===== src/rtl/gpio_atr_pkg.sv =====
package gpio_atr_pkg;

    localparam int ADDR_W = 4;

    localparam logic [ADDR_W-1:0] A_DATA  = 4'd0;
    localparam logic [ADDR_W-1:0] A_DIR   = 4'd1;
    localparam logic [ADDR_W-1:0] A_TXSEL = 4'd2;
    localparam logic [ADDR_W-1:0] A_RXSEL = 4'd3;

    // state code is {tx_active, rx_active}; table entry lives at 4 + code
    typedef enum logic [1:0] {
        ATR_IDLE    = 2'b00,
        ATR_RX_ONLY = 2'b01,
        ATR_TX_ONLY = 2'b10,
        ATR_FULL    = 2'b11
    } atr_state_e;

    typedef enum logic [1:0] {
        SRC_REG  = 2'd0,
        SRC_ATR  = 2'd1,
        SRC_DBG0 = 2'd2,
        SRC_DBG1 = 2'd3
    } pin_src_e;

endpackage


===== src/rtl/gpio_atr_regs.sv =====
module gpio_atr_regs
    import gpio_atr_pkg::*;
#(
    parameter int TX_W   = 16,
    parameter int RX_W   = 16,
    parameter int DATA_W = 32
) (
    input  logic                       clk,
    input  logic                       rst,
    input  logic                       wr_en,
    input  logic [ADDR_W-1:0]          wr_addr,
    input  logic [DATA_W-1:0]          wr_data,
    output logic [TX_W+RX_W-1:0]       data_q,
    output logic [TX_W+RX_W-1:0]       dir_q,
    output logic [2*TX_W-1:0]          tx_sel_q,
    output logic [2*RX_W-1:0]          rx_sel_q,
    output logic [3:0][TX_W+RX_W-1:0]  atr_q
);
    localparam int N = TX_W + RX_W;

    always_ff @(posedge clk) begin
        if (rst) begin
            data_q   <= '0;
            dir_q    <= '0;
            tx_sel_q <= '0;
            rx_sel_q <= '0;
            atr_q    <= '0;
        end else if (wr_en) begin
            case (wr_addr)
                A_DATA:  data_q   <= wr_data[N-1:0];
                A_DIR:   dir_q    <= wr_data[N-1:0];
                A_TXSEL: tx_sel_q <= wr_data[2*TX_W-1:0];
                A_RXSEL: rx_sel_q <= wr_data[2*RX_W-1:0];
                4'd4, 4'd5, 4'd6, 4'd7:
                         atr_q[wr_addr[1:0]] <= wr_data[N-1:0];
                default: ;
            endcase
        end
    end

endmodule


===== src/rtl/gpio_atr_decode.sv =====
module gpio_atr_decode
    import gpio_atr_pkg::*;
#(
    parameter int N = 32
) (
    input  logic                tx_active,
    input  logic                rx_active,
    input  logic [3:0][N-1:0]   atr_q,
    output logic [N-1:0]        atr_word
);
    atr_state_e state;

    always_comb begin
        state = atr_state_e'({tx_active, rx_active});
    end

    always_comb begin
        unique case (state)
            ATR_IDLE:    atr_word = atr_q[0];
            ATR_RX_ONLY: atr_word = atr_q[1];
            ATR_TX_ONLY: atr_word = atr_q[2];
            ATR_FULL:    atr_word = atr_q[3];
        endcase
    end

endmodule


===== src/rtl/gpio_pin_mux.sv =====
module gpio_pin_mux
    import gpio_atr_pkg::*;
#(
    parameter int W = 16
) (
    input  logic [2*W-1:0] sel,
    input  logic [W-1:0]   reg_bits,
    input  logic [W-1:0]   atr_bits,
    input  logic [W-1:0]   dbg0_bits,
    input  logic [W-1:0]   dbg1_bits,
    input  logic [W-1:0]   dir_bits,
    output logic [W-1:0]   pin_out,
    output logic [W-1:0]   pin_oe
);
    for (genvar g = 0; g < W; g++) begin : g_pin
        logic src_bit;

        always_comb begin
            unique case (pin_src_e'(sel[2*g +: 2]))
                SRC_REG:  src_bit = reg_bits[g];
                SRC_ATR:  src_bit = atr_bits[g];
                SRC_DBG0: src_bit = dbg0_bits[g];
                SRC_DBG1: src_bit = dbg1_bits[g];
            endcase
        end

        assign pin_out[g] = dir_bits[g] & src_bit;
        assign pin_oe[g]  = dir_bits[g];
    end

endmodule


===== src/rtl/gpio_atr_mux.sv =====
module gpio_atr_mux
    import gpio_atr_pkg::*;
#(
    parameter int TX_W   = 16,
    parameter int RX_W   = 16,
    parameter int DATA_W = 32
) (
    input  logic                   clk,
    input  logic                   rst,
    input  logic                   wr_en,
    input  logic [3:0]             wr_addr,
    input  logic [DATA_W-1:0]      wr_data,
    input  logic                   tx_active,
    input  logic                   rx_active,
    input  logic [TX_W+RX_W-1:0]   dbg0,
    input  logic [TX_W+RX_W-1:0]   dbg1,
    input  logic [TX_W+RX_W-1:0]   pad_in,
    output logic [TX_W+RX_W-1:0]   pad_out,
    output logic [TX_W+RX_W-1:0]   pad_oe,
    output logic [TX_W+RX_W-1:0]   rd_pins
);
    localparam int N = TX_W + RX_W;

    logic [N-1:0]        data_q;
    logic [N-1:0]        dir_q;
    logic [2*TX_W-1:0]   tx_sel_q;
    logic [2*RX_W-1:0]   rx_sel_q;
    logic [3:0][N-1:0]   atr_q;
    logic [N-1:0]        atr_word;

    gpio_atr_regs #(.TX_W(TX_W), .RX_W(RX_W), .DATA_W(DATA_W)) u_regs (
        .clk      (clk),
        .rst      (rst),
        .wr_en    (wr_en),
        .wr_addr  (wr_addr),
        .wr_data  (wr_data),
        .data_q   (data_q),
        .dir_q    (dir_q),
        .tx_sel_q (tx_sel_q),
        .rx_sel_q (rx_sel_q),
        .atr_q    (atr_q)
    );

    gpio_atr_decode #(.N(N)) u_decode (
        .tx_active (tx_active),
        .rx_active (rx_active),
        .atr_q     (atr_q),
        .atr_word  (atr_word)
    );

    gpio_pin_mux #(.W(TX_W)) u_tx_mux (
        .sel       (tx_sel_q),
        .reg_bits  (data_q[TX_W-1:0]),
        .atr_bits  (atr_word[TX_W-1:0]),
        .dbg0_bits (dbg0[TX_W-1:0]),
        .dbg1_bits (dbg1[TX_W-1:0]),
        .dir_bits  (dir_q[TX_W-1:0]),
        .pin_out   (pad_out[TX_W-1:0]),
        .pin_oe    (pad_oe[TX_W-1:0])
    );

    gpio_pin_mux #(.W(RX_W)) u_rx_mux (
        .sel       (rx_sel_q),
        .reg_bits  (data_q[N-1:TX_W]),
        .atr_bits  (atr_word[N-1:TX_W]),
        .dbg0_bits (dbg0[N-1:TX_W]),
        .dbg1_bits (dbg1[N-1:TX_W]),
        .dir_bits  (dir_q[N-1:TX_W]),
        .pin_out   (pad_out[N-1:TX_W]),
        .pin_oe    (pad_oe[N-1:TX_W])
    );

    assign rd_pins = pad_in;

endmodule


===== config.mk =====
export PLATFORM = sky130hd
export DESIGN_NAME = gpio_atr_mux
export DESIGN_NICKNAME = d
export VERILOG_FILES = /design/src/rtl/gpio_atr_pkg.sv /design/src/rtl/gpio_atr_regs.sv /design/src/rtl/gpio_atr_decode.sv /design/src/rtl/gpio_pin_mux.sv /design/src/rtl/gpio_atr_mux.sv
export SDC_FILE = /design/constraint.sdc
export NUM_CORES = 1
export LEC_CHECK = 0
export BUFFER_PORTS_ARGS = -buffer_cell sky130_fd_sc_hd__buf_2
export CAP_MARGIN = 20
export CORE_MARGIN = 2
export CORE_UTILIZATION = 56
export CTS_CLUSTER_SIZE = 24
export DETAILED_ROUTE_END_ITERATION = 8
export PLACE_DENSITY = 0.9
export SKIP_CTS_REPAIR_TIMING = 1
export SYNTH_ARGS = -nofsm -noshare
export SYNTH_HDL_FRONTEND = slang
export SYNTH_HIERARCHICAL = 1
export SYNTH_SLANG_ARGS = --single-unit

===== constraint.sdc =====
create_clock -name clk -period 1.92 [get_ports clk]
set_clock_uncertainty 0.2 [all_clocks]
set_input_delay 0 -clock clk [delete_from_list [all_inputs] [get_ports clk]]
set_output_delay 0 -clock clk [all_outputs]
set_load 0.1 [all_outputs]

==> summary.md <==
| Metric | Value |
|---|---|
| MaxCap Viol Count | `0` |
| Fill cells | `1,485` |
| Status | `finished with violations` |
| Vias per cell | `5.50` |
| Post-Synth Adder-Cell Area | `0` |
| Mapped Area | `12,300 sq um` |
| Slew @ Worst Pin | `1010 ps` |
| Rows | `54` |
| First-pass GRT wire length | `45,300 um` |
| Via count | `8,309` |
| Clock Pin Slew Worst Setup and Hold Paths | `60 ps` |
| Final slew viol count | `0` |
| Port bufs | `168` |
| Seq pwr share | `0.464` |
| CP dominant cell by count | `mux4_2` |
| Critical path type | `flop to output pin` |
| Die Span X | `152 um` |
| Yosys cell types | `19` |
| Post-DP Area | `12,800 sq um` |
| Antenna viol nets, final | `0` |
| Seq cells post-synth | `256` |
| Tot Pwr | `11.7 mW` |
| Clk root buf | `clkbuf_16` |
| Vias in the first global route | `8,370` |
| Critical Path Start Type | `flop` |
| Comb power frac | `0.100` |
| Synth Area in Compound Gates | `0` |
| Min Tclk post-route | `2350 ps` |
| Worst hold slack | `-104 ps` |
| Unrepaired setup endpoints after global routing | `true` |
| Post-Syn Nets | `1,208` |
| Fmax | `426 MHz` |
| TritonCTS buffer count | `26` |
| H-Tree Depth | `1` |
| Clock Power Share | `0.435` |
| Design area | `14,900 sq um` |
| Final nets | `1,351` |
| Final period utilization | `1.22` |
| Worst skew pair latency | `530 ps` |
| Hold Path Class | `input port to flop` |
| Crit-path cells | `mux4_2, mux4_2, and2_4, buf_12` |
| Gpl congestion | `0.793` |
| Post-synthesis xor/xnor area fraction | `0` |
| Worst VDD drop | `0.539 mV` |
| Setup ws final | `-425 ps` |
| Clock buffer depth | `3` |
| Power density over cell area | `782 nW/um^2` |
| Register Area | `5160 sq um` |
| GR Util All Layers | `0.244` |
| CP peak stage delay | `500 ps` |
| Die Footprint | `23,200 sq um` |
| Multi-input logic area | `6200 sq um` |
| Synth warnings | `6` |
| Leakage | `7.07 nW` |
| TritonRoute pass-1 iters | `5` |
| Grt ovf | `0` |
| Initial antenna violation count | `1` |
| Hpwl dp | `19,600 um` |
| CTS sink cnt | `256` |
| Mux cell area share after synthesis | `0.326` |
| Share of cells above drive strength 1 | `0.307` |
| Worst Path Required | `1720 ps` |
| Post-place setup slack | `-166 ps` |
| Endpoints failing hold | `26` |
| Number of I/O pins | `233` |
| Worst EP arrival | `2150 ps` |
| Fraction of the yosys area taken by sequential cells | `0.416` |
| Die height | `152 um` |
| Avg Inst Size Synth | `11.5 sq um` |
| Final core occ | `0.689` |
| 1st-iter DRT viols | `393` |
| Violated checks | `hold timing, setup timing` |
| Max FO, Critical Path | `2` |
| Final Non-Filler Cells | `1,511` |
| Sw Share | `0.242` |
| Inst Count DP | `1,392` |
| Largest family of logic cells by synthesized area | `multiplexers` |
| Area Overhead vs Synth | `21.3%` |
| Switching Power | `2.82 mW` |
| CTS tree | `yes` |
| Worst path slowest cell | `mux4_2` |
| Final setup viols | `42` |
| Routed Wire Length | `31,200 um` |
| Cells after Synth | `1,071` |
| Post-Synth Simple-Gate Area | `0.172` |
| Initial Utilization | `0.567` |
| Critical Path Sink Type | `output pin` |
| Core footprint | `21,700 sq um` |
| Slew HR | `0.327` |
| Drc violations | `0` |
| Pint | `8.86 mW` |
| Wire length per cell | `20.7 um` |
| Setup_tns | `-12,650 ps` |
| Largest net degree at the start of global routing | `75` |
## cell usage after synthesis (all sizes together)
| cell | n | area, sq um |
|---|---|---|
| nor2 | 1 | 3.75 |
| and3b | 1 | 8.76 |
| nand3 | 2 | 20.0 |
| mux4 | 64 | 1450 |
| nor2b | 2 | 12.5 |
| clkbuf | 53 | 199 |
| nor3b | 1 | 18.8 |
| nand2b | 288 | 1800 |
| mux2i | 256 | 2560 |
| and2 | 34 | 213 |
| dfxtp | 256 | 5120 |
| buf | 107 | 860 |
| nand2 | 6 | 35.0 |
## worst max-delay path, delay by kind of cell, from the launching register on
kind / cells / cell delay, ps
multiplexers: 2 / 970
flip-flops: 1 / 320
AND/OR/NAND/NOR: 1 / 160
buffers and inverters: 1 / 160
## state kept, by name (all words and copies together), names as in the netlist
signal	flops
u_regs/data_q	32
u_regs/tx_sel_q	32
u_regs/rx_sel_q	32
u_regs/dir_q	32
u_regs/atr_q	128
## cell usage in the layout (no fill, tap or decap), types with 29 or more instances in the layout
| cell | instances |
|---|---|
| mux4_2 | 64 |
| buf_2 | 135 |
| dlygate4sd3_1 | 69 |
| dfxtp_2 | 29 |
| buf_4 | 33 |
| and2_4 | 32 |
| mux2i_1 | 256 |
| nand2b_1 | 288 |
| buf_12 | 37 |
| dfxtp_1 | 227 |
## logic make-up after synthesis
family	Yosys count
buffers and inverters	160
DFF	256
muxes	320
and+or+nand+nor	335
## power by group through the flow
| stage | Sequential (mW) | Clock [mW] | Combinational, mW |
|---|---|---|---|
| 2_1_floorplan | 5.53 | 0 | 0.869 |
| 3_3_place_gp | 5.54 | 0 | 0.777 |
| 3_5_place_dp | 5.54 | 0 | 0.784 |
| 4_1_cts | 5.42 | 5.15 | 0.788 |
| 5_1_grt | 5.43 | 5.38 | 1.22 |
| 6_report | 5.43 | 5.09 | 1.17 |
## layout make-up
class,instances,area share
clock inverters,2,0.00235
diodes,1,0.000168
repair buffers,275,0.158
well taps,280,0.0235
flip-flops and latches,256,0.346
clock buffers,42,0.0550
multi-input cells,655,0.415
## routing by layer
layer	routed length [um]	vias up	track usage
li1	-	3851	-
met1	13000	4104	0.318
met2	15500	282	0.417
met3	1570	72	0.0321
met4	1150	0	0.0903
met5	0	-	0
## path summary, 6_finish.rpt
kind	endpoint	depth (start not counted)	slack (ps)	from
min	u_regs/dir_q[2]$_SDFFE_PP0P_	5	-100	wr_addr[2]
max	pad_out[28]	4	-430	u_regs/atr_q[124]$_SDFFE_PP0P_
min reg2reg	u_regs/atr_q[110]$_SDFFE_PP0P_	2	270	u_regs/atr_q[110]$_SDFFE_PP0P_
max reg2reg	u_regs/atr_q[17]$_SDFFE_PP0P_	3	960	u_regs/atr_q[17]$_SDFFE_PP0P_
Power figures use the tool's default switching activity.
